===== config.mk =====
export PLATFORM = sky130hd
export DESIGN_NAME = segscan_top
export DESIGN_NICKNAME = d
export VERILOG_FILES = /design/src/rtl/segscan_pkg.sv /design/src/rtl/segscan_rst_sync.sv /design/src/rtl/segscan_divider.sv /design/src/rtl/segscan_index.sv /design/src/rtl/segscan_font.sv /design/src/rtl/segscan_top.sv
export SDC_FILE = /design/constraint.sdc
export NUM_CORES = 1
export LEC_CHECK = 0
export ABC_AREA = 1
export BUFFER_PORTS_ARGS = -buffer_cell sky130_fd_sc_hd__buf_2
export CORE_MARGIN = 2
export CORE_UTILIZATION = 29
export CTS_BUF_LIST = sky130_fd_sc_hd__clkbuf_16
export DETAILED_ROUTE_END_ITERATION = 12
export HOLD_SLACK_MARGIN = 0.08
export PLACE_DENSITY_LB_ADDON = 0.15
export SYNTH_ARGS = -nofsm -noshare
export SYNTH_HDL_FRONTEND = slang
export SYNTH_SLANG_ARGS = --single-unit

===== constraint.sdc =====
create_clock -name clk -period 1.52 [get_ports clk]
set_input_delay 0.456 -clock clk [delete_from_list [all_inputs] [get_ports clk]]
set_output_delay 0.456 -clock clk [all_outputs]
set_load 0.005 [all_outputs]

===== src/rtl/segscan_pkg.sv =====
package segscan_pkg;

  localparam int NIB_W = 4;
  localparam int SEG_W = 7;

  typedef logic [NIB_W-1:0] nib_t;
  typedef logic [SEG_W-1:0] seg_t;

  // Width of a counter that holds 0 .. n-1 (at least one bit).
  function automatic int cnt_width(input int n);
    return (n > 1) ? $clog2(n) : 1;
  endfunction

endpackage


===== src/rtl/segscan_rst_sync.sv =====
module segscan_rst_sync (
  input  logic clk,
  input  logic rst_n,
  output logic rst_q_n
);

  logic stage1_q;
  logic stage2_q;

  always_ff @(posedge clk or negedge rst_n) begin
    if (!rst_n) begin
      stage1_q <= 1'b0;
      stage2_q <= 1'b0;
    end else begin
      stage1_q <= 1'b1;
      stage2_q <= stage1_q;
    end
  end

  assign rst_q_n = stage2_q;

endmodule


===== src/rtl/segscan_divider.sv =====
module segscan_divider #(
  parameter  int STEP_CYCLES = 208333,
  localparam int CNT_W       = segscan_pkg::cnt_width(STEP_CYCLES)
) (
  input  logic             clk,
  input  logic             rst_q_n,
  output logic             tick,
  output logic [CNT_W-1:0] cnt
);

  localparam logic [CNT_W-1:0] LAST_CNT = CNT_W'(STEP_CYCLES - 1);

  logic [CNT_W-1:0] cnt_q;
  logic [CNT_W-1:0] cnt_d;
  logic             wrap;

  always_comb begin
    wrap  = (cnt_q == LAST_CNT);
    cnt_d = wrap ? '0 : cnt_q + 1'b1;
  end

  always_ff @(posedge clk or negedge rst_q_n) begin
    if (!rst_q_n) begin
      cnt_q <= '0;
    end else begin
      cnt_q <= cnt_d;
    end
  end

  assign tick = wrap;
  assign cnt  = cnt_q;

endmodule


===== src/rtl/segscan_index.sv =====
module segscan_index #(
  parameter  int NUM_DIGITS = 4,
  localparam int IDX_W      = segscan_pkg::cnt_width(NUM_DIGITS)
) (
  input  logic             clk,
  input  logic             rst_q_n,
  input  logic             step_en,
  output logic [IDX_W-1:0] idx
);

  localparam logic [IDX_W-1:0] LAST_IDX = IDX_W'(NUM_DIGITS - 1);

  logic [IDX_W-1:0] idx_q;
  logic [IDX_W-1:0] idx_d;

  always_comb begin
    if (idx_q == LAST_IDX) begin
      idx_d = '0;
    end else begin
      idx_d = idx_q + 1'b1;
    end
  end

  always_ff @(posedge clk or negedge rst_q_n) begin
    if (!rst_q_n) begin
      idx_q <= '0;
    end else if (step_en) begin
      idx_q <= idx_d;
    end
  end

  assign idx = idx_q;

endmodule


===== src/rtl/segscan_font.sv =====
module segscan_font
  import segscan_pkg::*;
(
  input  nib_t code,
  output seg_t lit      // active-high, bit 0 = a ... bit 6 = g
);

  always_comb begin
    unique case (code)
      4'h0:    lit = 7'b0111111;
      4'h1:    lit = 7'b0000110;
      4'h2:    lit = 7'b1011011;
      4'h3:    lit = 7'b1001111;
      4'h4:    lit = 7'b1100110;
      4'h5:    lit = 7'b1101101;
      4'h6:    lit = 7'b1111101;
      4'h7:    lit = 7'b0000111;
      4'h8:    lit = 7'b1111111;
      4'h9:    lit = 7'b1101111;
      4'hA:    lit = 7'b1110111;
      4'hB:    lit = 7'b1111100;
      4'hC:    lit = 7'b0111001;
      4'hD:    lit = 7'b1011110;
      4'hE:    lit = 7'b1111001;
      default: lit = 7'b1110001;
    endcase
  end

endmodule


===== src/rtl/segscan_top.sv =====
module segscan_top
  import segscan_pkg::*;
#(
  parameter int NUM_DIGITS  = 4,
  parameter int STEP_CYCLES = 208333
) (
  input  logic                        clk,
  input  logic                        rst_n,
  input  logic [NUM_DIGITS*NIB_W-1:0] value,
  output logic [SEG_W-1:0]            seg_n,
  output logic [NUM_DIGITS-1:0]       dig_n
);

  localparam int IDX_W = cnt_width(NUM_DIGITS);
  localparam int CNT_W = cnt_width(STEP_CYCLES);

  logic             rst_q_n;
  logic             step_tick;
  logic [CNT_W-1:0] div_cnt;
  logic [IDX_W-1:0] idx_q;

  nib_t                  nib_arr [NUM_DIGITS];
  nib_t                  cur_nib;
  seg_t                  cur_lit;
  seg_t                  seg_d;
  seg_t                  seg_q;
  logic [NUM_DIGITS-1:0] dig_d;
  logic [NUM_DIGITS-1:0] dig_q;

  segscan_rst_sync u_rst_sync (
    .clk     (clk),
    .rst_n   (rst_n),
    .rst_q_n (rst_q_n)
  );

  segscan_divider #(
    .STEP_CYCLES (STEP_CYCLES)
  ) u_divider (
    .clk     (clk),
    .rst_q_n (rst_q_n),
    .tick    (step_tick),
    .cnt     (div_cnt)
  );

  segscan_index #(
    .NUM_DIGITS (NUM_DIGITS)
  ) u_index (
    .clk     (clk),
    .rst_q_n (rst_q_n),
    .step_en (step_tick),
    .idx     (idx_q)
  );

  // Slice the input word into one nibble per digit and decode the enables.
  for (genvar k = 0; k < NUM_DIGITS; k++) begin : g_digit
    assign nib_arr[k] = value[k*NIB_W +: NIB_W];
    assign dig_d[k]   = (idx_q != IDX_W'(k));
  end

  assign cur_nib = nib_arr[idx_q];

  segscan_font u_font (
    .code (cur_nib),
    .lit  (cur_lit)
  );

  assign seg_d = ~cur_lit;

  // Output stage: glitch-free active-low drive, dark while in reset.
  always_ff @(posedge clk or negedge rst_q_n) begin
    if (!rst_q_n) begin
      seg_q <= '1;
      dig_q <= '1;
    end else begin
      seg_q <= seg_d;
      dig_q <= dig_d;
    end
  end

  assign seg_n = seg_q;
  assign dig_n = dig_q;

endmodule


Word-level counts from Yosys, hierarchy flattened. Memory sizes are Yosys's and may differ from the RTL's. Cells that the tools add are included.

Memories kept: 1. Memory bits (read-only): 112. Flip-flop bits (word level): 33. Input port bits: 18.

Memories: (no name shown) (words 16, bits a word 7, rd ports 1, clocked after Yosys merged registers in 0, write ports 0, RTL line segscan_font.sv:9) `unique case (code)`.

Bitwise operators: 2. Mux-type cells: 5. Magnitude comparators: 1. Reductions and logical operators: 1. Equality and inequality tests: 5. $add $sub $neg: 2.

Operators by type and width (count): $add 18x1->18 const B (1); $eq 18x18->1 const B (1); $mux 18 (1); $bmux 4 s2 (1); $mux 4 (2); $not 7->7 (1); $ne 2x2->1 const B (2); $ge 3x3->1 const B (1); $not 2->3 (1); $add 2x1->2 const B (1); $eq 2x2->1 const B (1); $mux 2 (1); $ne 2x1->1 const B (1); $reduce_bool 2->1 (1).

Longest topological paths before layout. Gate-level depths: netlist of the first run. An unclocked memory read counts as a cell.

Depth in word-level cells: 6. Depth in mapped cells: 10.

Hierarchy. A second synthesis of the first run with hierarchy kept.

Cells, all modules: 262. Area, all modules: 1935.6 um2.

Modules (own cells, without submodules): segscan_divider (times used 1, area an instance 1034.7 um2, cells an instance 135); segscan_top (times used 1, area an instance 484.2 um2, cells an instance 61); segscan_font (times used 1, area an instance 270.3 um2, cells an instance 52); segscan_index (times used 1, area an instance 92.6 um2, cells an instance 11); segscan_rst_sync (times used 1, area an instance 53.8 um2, cells an instance 3).

Worst setup path after synthesis of the first run. OpenSTA, ideal clock, no wires.

Path kind: register -> register. From: register u_index.idx_q[0] (netlist: u_index.idx[0]). To: register seg_q[0] (netlist: seg_n[0]). Setup slack: 0.026 ns. Setup time: 0.076 ns. Data arrival time: 1.418 ns. Cell stages (with the launch flop): 11. Required time: 1.444 ns. Cell sequence: dfrtp_1 -> buf_6 -> nand2_1 -> nand3_1 -> nand2_1 -> inv_1 -> ha_1 -> inv_1 -> nand3_1 -> nand3_1 -> nand2_1.

Longest elaborated chain between the ends: 6.

Ends and longest elaborated chain: from (decl) (RTL line segscan_index.sv:13) `logic [IDX_W-1:0] idx_q;`; from (signal assigned) (RTL line segscan_index.sv:28) `idx_q <= idx_d;`; $not 2->3 (not written as such) (RTL line segscan_top.sv:60) `assign cur_nib = nib_arr[idx_q];`; $bmux 4 s2 (RTL line segscan_top.sv:60); $mux 4 (not written as such) (2 in series) (RTL line segscan_top.sv:60); $mem_v2 16x7; $not 7->7 (RTL line segscan_top.sv:67) `assign seg_d = ~cur_lit;`; net seg_d[0] (RTL line segscan_top.sv:25) `seg_t seg_d;`; to (signal assigned) (RTL line segscan_top.sv:75) `seg_q <= seg_d;`; to (decl) (RTL line segscan_top.sv:26) `seg_t seg_q;`.

The timed path passes the listed nets, and every way through them passes these cells. The select of a mux whose other input is x is not followed. A chain may end at the register's enable or synchronous reset.

Worst setup path in the final report of the first run.
From: register u_index.idx_q[0] (netlist: u_index.idx[0]). To: register seg_q[1] (netlist: seg_n[1]).

Same word-level chain as after synthesis.

==> results of run 1 <==
## where the power goes
group          leakage [uW]  internal (uW)  switching (uW)  total (uW)
sequential         0.000405            909            6.52         916
clock             0.0000738            588             351         940
combinational      0.000863           79.2             100         180
## registers in the layout, indices dropped and copies added (netlist names)
name and cells:
dig_n 4, seg_n 7, u_divider.cnt 18, u_index.idx 2, u_rst_sync.rst_q_n 1, u_rst_sync.stage1_q 1
## synth_stat cells, drive strengths merged
| master | n |
|---|---|
| a21oi | 1 |
| buf | 2 |
| clkinv | 1 |
| conb | 1 |
| dfrtp | 22 |
| dfstp | 11 |
| ha | 12 |
| inv | 34 |
| nand2 | 78 |
| nand3 | 32 |
| nand4 | 4 |
| nor2 | 39 |
| nor3 | 4 |
| o21ai | 5 |
| o21bai | 1 |
| or2 | 2 |
| xnor2 | 1 |
| xor2 | 8 |
## cell type report
| class | count | area share [%] |
|---|---|---|
| clock inverter | 3 | 0.404 |
| timing repair buffer | 60 | 14.9 |
| inverter | 35 | 5.25 |
| multi-input combinational | 190 | 41.2 |
| tap | 80 | 3.59 |
| clock buffer | 5 | 4.49 |
| sequential | 33 | 30.2 |
## kinds of logic (layout without fill, tap and decap cells)
group | Yosys count | after routing | synth area share [%]
simple gates | 159 | 161 | 36.4
buf+inv | 37 | 103 | 7.94
flops | 33 | 33 | 41.9
xor+xnor | 9 | 9 | 3.94
fa+ha+maj | 12 | 12 | 7.50
compound gates | 7 | 7 | 2.06
other cells | 1 | 1 | 0.187
## timing repair
action                     in CTS  in global routing
setup buffers                   3                  4
pin swaps                       0                 16
cloned                          0                  2
hold endpoints to repair        2                  0
setup endpoints to repair       2                 20
gates resized for setup         2                 41
hold buffers                    1                  0
## critical path: stages, from the launching register on
cell and delay (ns):
dfrtp_2 0.42, inv_4 0.06, buf_4 0.13, buf_4 0.14, or2_1 0.22, nand2_2 0.11, nand2_4 0.10, clkinv_4 0.08
nand3_1 0.07, nand2_1 0.08
## worst max path at each step
stage | from | to | slack [ns] | cells past startpoint
after floorplan | u_index.idx[0] | seg_n[0] | 0.03 | 10
after global placement | u_index.idx[0] | seg_n[0] | -0.04 | 10
after detailed placement | u_index.idx[0] | seg_n[3] | -0.04 | 9
after CTS | u_index.idx[0] | seg_n[3] | 0.01 | 9
after global routing | u_divider.cnt[0] | u_index.idx[0] | -0.02 | 8
final | u_index.idx[0] | seg_n[1] | 0.05 | 9
## stage by stage
stage | instance area [um2] | cells | setup TNS, ns | hold WS [ns] | setup slack, ns
floorplan | 2000 | 258 | 0 | 0.160 | 0.0261
global placement | 2410 | 388 | -0.0484 | 0.103 | -0.0369
detailed placement | 2410 | 388 | -0.0797 | 0.101 | -0.0428
CTS | 2590 | 400 | 0 | 0.108 | 0.0100
global route | 2790 | 406 | -0.0455 | 0.119 | -0.0170
finish | 2790 | 406 | 0 | 0.100 | 0.0515
## layer usage
metal	global-route usage [%]	vias up
li1	-	938
met1	17.5	846
met2	21.3	43
met3	2.75	2
met4	5.11	0
met5	0	-
==> impl_metrics.ini, run 1 <==
[yosys]
yosys_warnings = 0
yosysTopAreaCell = dfrtp_1
ys_types = 27
syn-num-nets = 288
synth_top_area_share_pct = 27.5
synth_area_um2 = 2000
synthTopCellsByArea = dfrtp_1 (28%), dfstp_2 (14%), nand2_1 (13%)
avgSynthCellArea_um2 = 7.76
netlist_instances = 258
synth-seq-cells = 33
yosysSeqAreaShare_pct = 41.9

[placement]
dpl.hpwl_mm = 3.39
io_buffers = 28
gp_congestion = 0.845

[route]
wl_met3_um = 214
antenna_left = 0
wirelength_met1_mm = 2.21
viasPerCell = 4.50
wl_met2_mm = 2.45
top_layer_used = met4
drt_iter0_drc = 77
routed_wl_mm = 4.91
drcViolationCount = 0
wire_per_inst_um = 12.1
vias = 1829
firstDrtPassIters = 4

[global_routing]
grt_pass1_wl_mm = 7.86
antenna_found_initial = 0
overflow = 0
grt_max_degree = 29
track_usage_pct = 13.3
grt_pass1_vias = 1753

[final_layout]
antennaDiodeCount = 0
final_common_cell = nand2_1
register_area_um2 = 842
multi_input_area_um2 = 1150
final_nets = 355
fin_util_pct = 41.5
layout_common_cells = nand2_1 (65), nor2_1 (32), inv_1 (28), buf_2 (28), buf_4 (25)
fillCellCount = 685
areaGrowthSynthToFinish_pct = 39.2
layout-drive-gt1-share_pct = 38.3

[power]
power_leakage_uw = 0.00134
power_density_nw_per_um2 = 730
max-vdd-ir-drop_mv = 0.332
power.total_uw = 2040

[floorplanning]
die_area_um2 = 7580
fp-row-count = 30
start_util_pct = 29.8
die_y_um = 87.1
pin_count = 29
fp.dieW_um = 87.1
core_area_um2 = 6720

[clock_tree]
cts_buffers = 5
htree_num_levels = 2
cts_max_path_buffers = 2
cts-root-buf = clkbuf_16
cts_tree = yes
clkTransAtPathRegs_ns = 0.05
clk_latency_ns = 0.27
cts.sink_count = 33

[timing]
min_period_over_period_pct = 96.6
clock.fmax_ghz = 0.681
fin_skew_ns = 0.00511
hold_viol = 0
grt_setup_unrepaired = true
slew_viol_final = 0
setup_viol = 0
period_minus_slack_ns = 1.47

[critical_path]
crit_arrival_ns = 1.68
cp_max_fo = 6
crit_path_start_kind = flip-flop
endpoint_kind = flip-flop
r2r_start = u_index.idx[0]
reg2reg_depth = 9
crit_type = flip-flop to flip-flop
rrSetupSlack_ns = 0.05
r2r-end = seg_n[1]
cp.required_ns = 1.73

[min_path]
hold_class = flip-flop to asynchronous set/reset pin

[run]
cap_violations = 0

[run_status]
status = complete, no violations
No activity file was read; power rests on OpenSTA's default activity.
==> run 2: changes to the inputs <==
Settings changed: CELL_PAD_IN_SITES_DETAIL_PLACEMENT set to 1, CELL_PAD_IN_SITES_GLOBAL_PLACEMENT set to 1.
==> impl_metrics.ini, run 2 (same netlist as run 1, synthesis figures left out) <==
[route]
routed_wl_mm = 5.47
wire_per_inst_um = 13.6
firstDrtPassIters = 4
vias = 1817
viasPerCell = 4.52
antenna_left = 0
drcViolationCount = 0
drt_iter0_drc = 32

[placement]
io_buffers = 28
dpl.hpwl_mm = 3.86
dp_slack_ns = -0.0693
gp_congestion = 0.766

[power]
power_density_nw_per_um2 = 804
power_leakage_uw = 0.00134
max-vdd-ir-drop_mv = 0.607

[timing]
clock.fmax_ghz = 0.687
grt_setup_unrepaired = true
min_period_over_period_pct = 95.7
setup_viol = 0
hold_viol = 0
fin_skew_ns = 0.00486
fin_ws_ns = 0.0652
period_minus_slack_ns = 1.45
holdWs_ns = 0.278
setup_tns_ns = 0
slew_viol_final = 0

[critical_path]
cp_max_fo = 6
endpoint_kind = flip-flop
cp.required_ns = 1.69
reg2reg_depth = 7
crit_type = flip-flop to flip-flop
crit_arrival_ns = 1.62
crit_path_start_kind = flip-flop

[final_layout]
final_common_cell = nand2_1
layout-drive-gt1-share_pct = 40.4
fin_util_pct = 42.2
final_nets = 351
layout_common_cells = nand2_1 (63), nor2_1 (33), buf_2 (28), inv_1 (27), buf_4 (22)
largest_reg_flops = 18
fillCellCount = 823
antennaDiodeCount = 0
areaGrowthSynthToFinish_pct = 41.6

[floorplanning]
die_y_um = 87.1
start_util_pct = 29.8
pin_count = 29
fp-row-count = 30
die_area_um2 = 7580
core_area_um2 = 6720
fp.dieW_um = 87.1

[global_routing]
track_usage_pct = 14.9
grt_pass1_vias = 1883
antenna_found_initial = 0
overflow = 0
grt_max_degree = 32
grt_pass1_wl_mm = 8.83

[min_path]
hold_class = flip-flop to asynchronous set/reset pin

[clock_tree]
cts.sink_count = 33
cts_tree = yes
cts_max_path_buffers = 2
cts_buffers = 5
htree_num_levels = 2
clk_latency_ns = 0.28
cts-root-buf = clkbuf_16
clkTransAtPathRegs_ns = 0.06

[run]
cap_violations = 0

[run_status]
status = complete, no violations
## run 2: cell count changes in the layout (fill, tap and decap cells not counted), sizes merged
cell | previous run | this run
nand2 | 80 | 79
clkinv | 2 | 3
bufinv | 0 | 1
buf | 59 | 55
clkinvlp | 0 | 1
inv | 36 | 34
## run 2: critical path: stages (launching register included)
cell and delay, ns:
dfrtp_1 0.40, inv_1 0.09, ha_1 0.19, nand3_2 0.10
nor3_4 0.26, nand3_4 0.14, inv_4 0.12, nor2_1 0.04
## run 2: through the flow
step                      power, uW  cell area (um2)  instances
after global routing           2370             2830        402
after floorplan                1010             2000        258
final                          2280             2830        402
after CTS                      2290             2580        393
after detailed placement       1080             2350        381
after global placement         1080             2350        381
## run 2: path summary, 6_finish.rpt
kind / from / endpoint / slack [ns]
worst max-delay path: u_divider.cnt[0] / u_divider.cnt[0] / 0.07
worst min-delay path: u_rst_sync.rst_q_n / u_index.idx[1] / 0.28
worst max register to register: u_divider.cnt[0] / u_divider.cnt[0] / 0.07
worst min register to register: u_rst_sync.rst_q_n / u_index.idx[1] / 0.28
max in group asynchronous: u_rst_sync.rst_q_n / seg_n[6] / 0.90
min in group clk: u_rst_sync.stage1_q / u_rst_sync.rst_q_n / 0.36
## run 2: per-layer routing
layer	global-route usage [%]	part of all wire [%]
met5	0	0
met4	4.69	1.3
met3	2.09	2.0
met2	25.5	51
met1	19.4	46
## run 2: power by group
| part | switching, uW | total [uW] | internal (uW) |
|---|---|---|---|
| Combinational | 107 | 187 | 79.6 |
| Sequential | 4.34 | 913 | 909 |
| Clock | 404 | 1180 | 776 |
| Total | 515 | 2280 | 1760 |
## run 2: final cells by class
cell class                      count  area [um2]  area share (%)
Timing Repair inverter              1        6.26           0.221
Clock inverter                      3        46.3            1.63
Tap cell                           80         100            3.53
Inverter                           35         146            5.17
Multi-Input combinational cell    189        1190            42.2
Clock buffer                        5         125            4.42
Sequential cell                    33         843            29.8
Timing Repair Buffer               56         372            13.1
## run 2: what timing repair did
item,CTS,global route
setup buffers,3,7
gates cloned,0,2
hold buffers,1,0
hold endpoints to repair,2,0
endpoints found under the setup margin,4,20
pin swaps,1,16
gates resized for setup,4,48
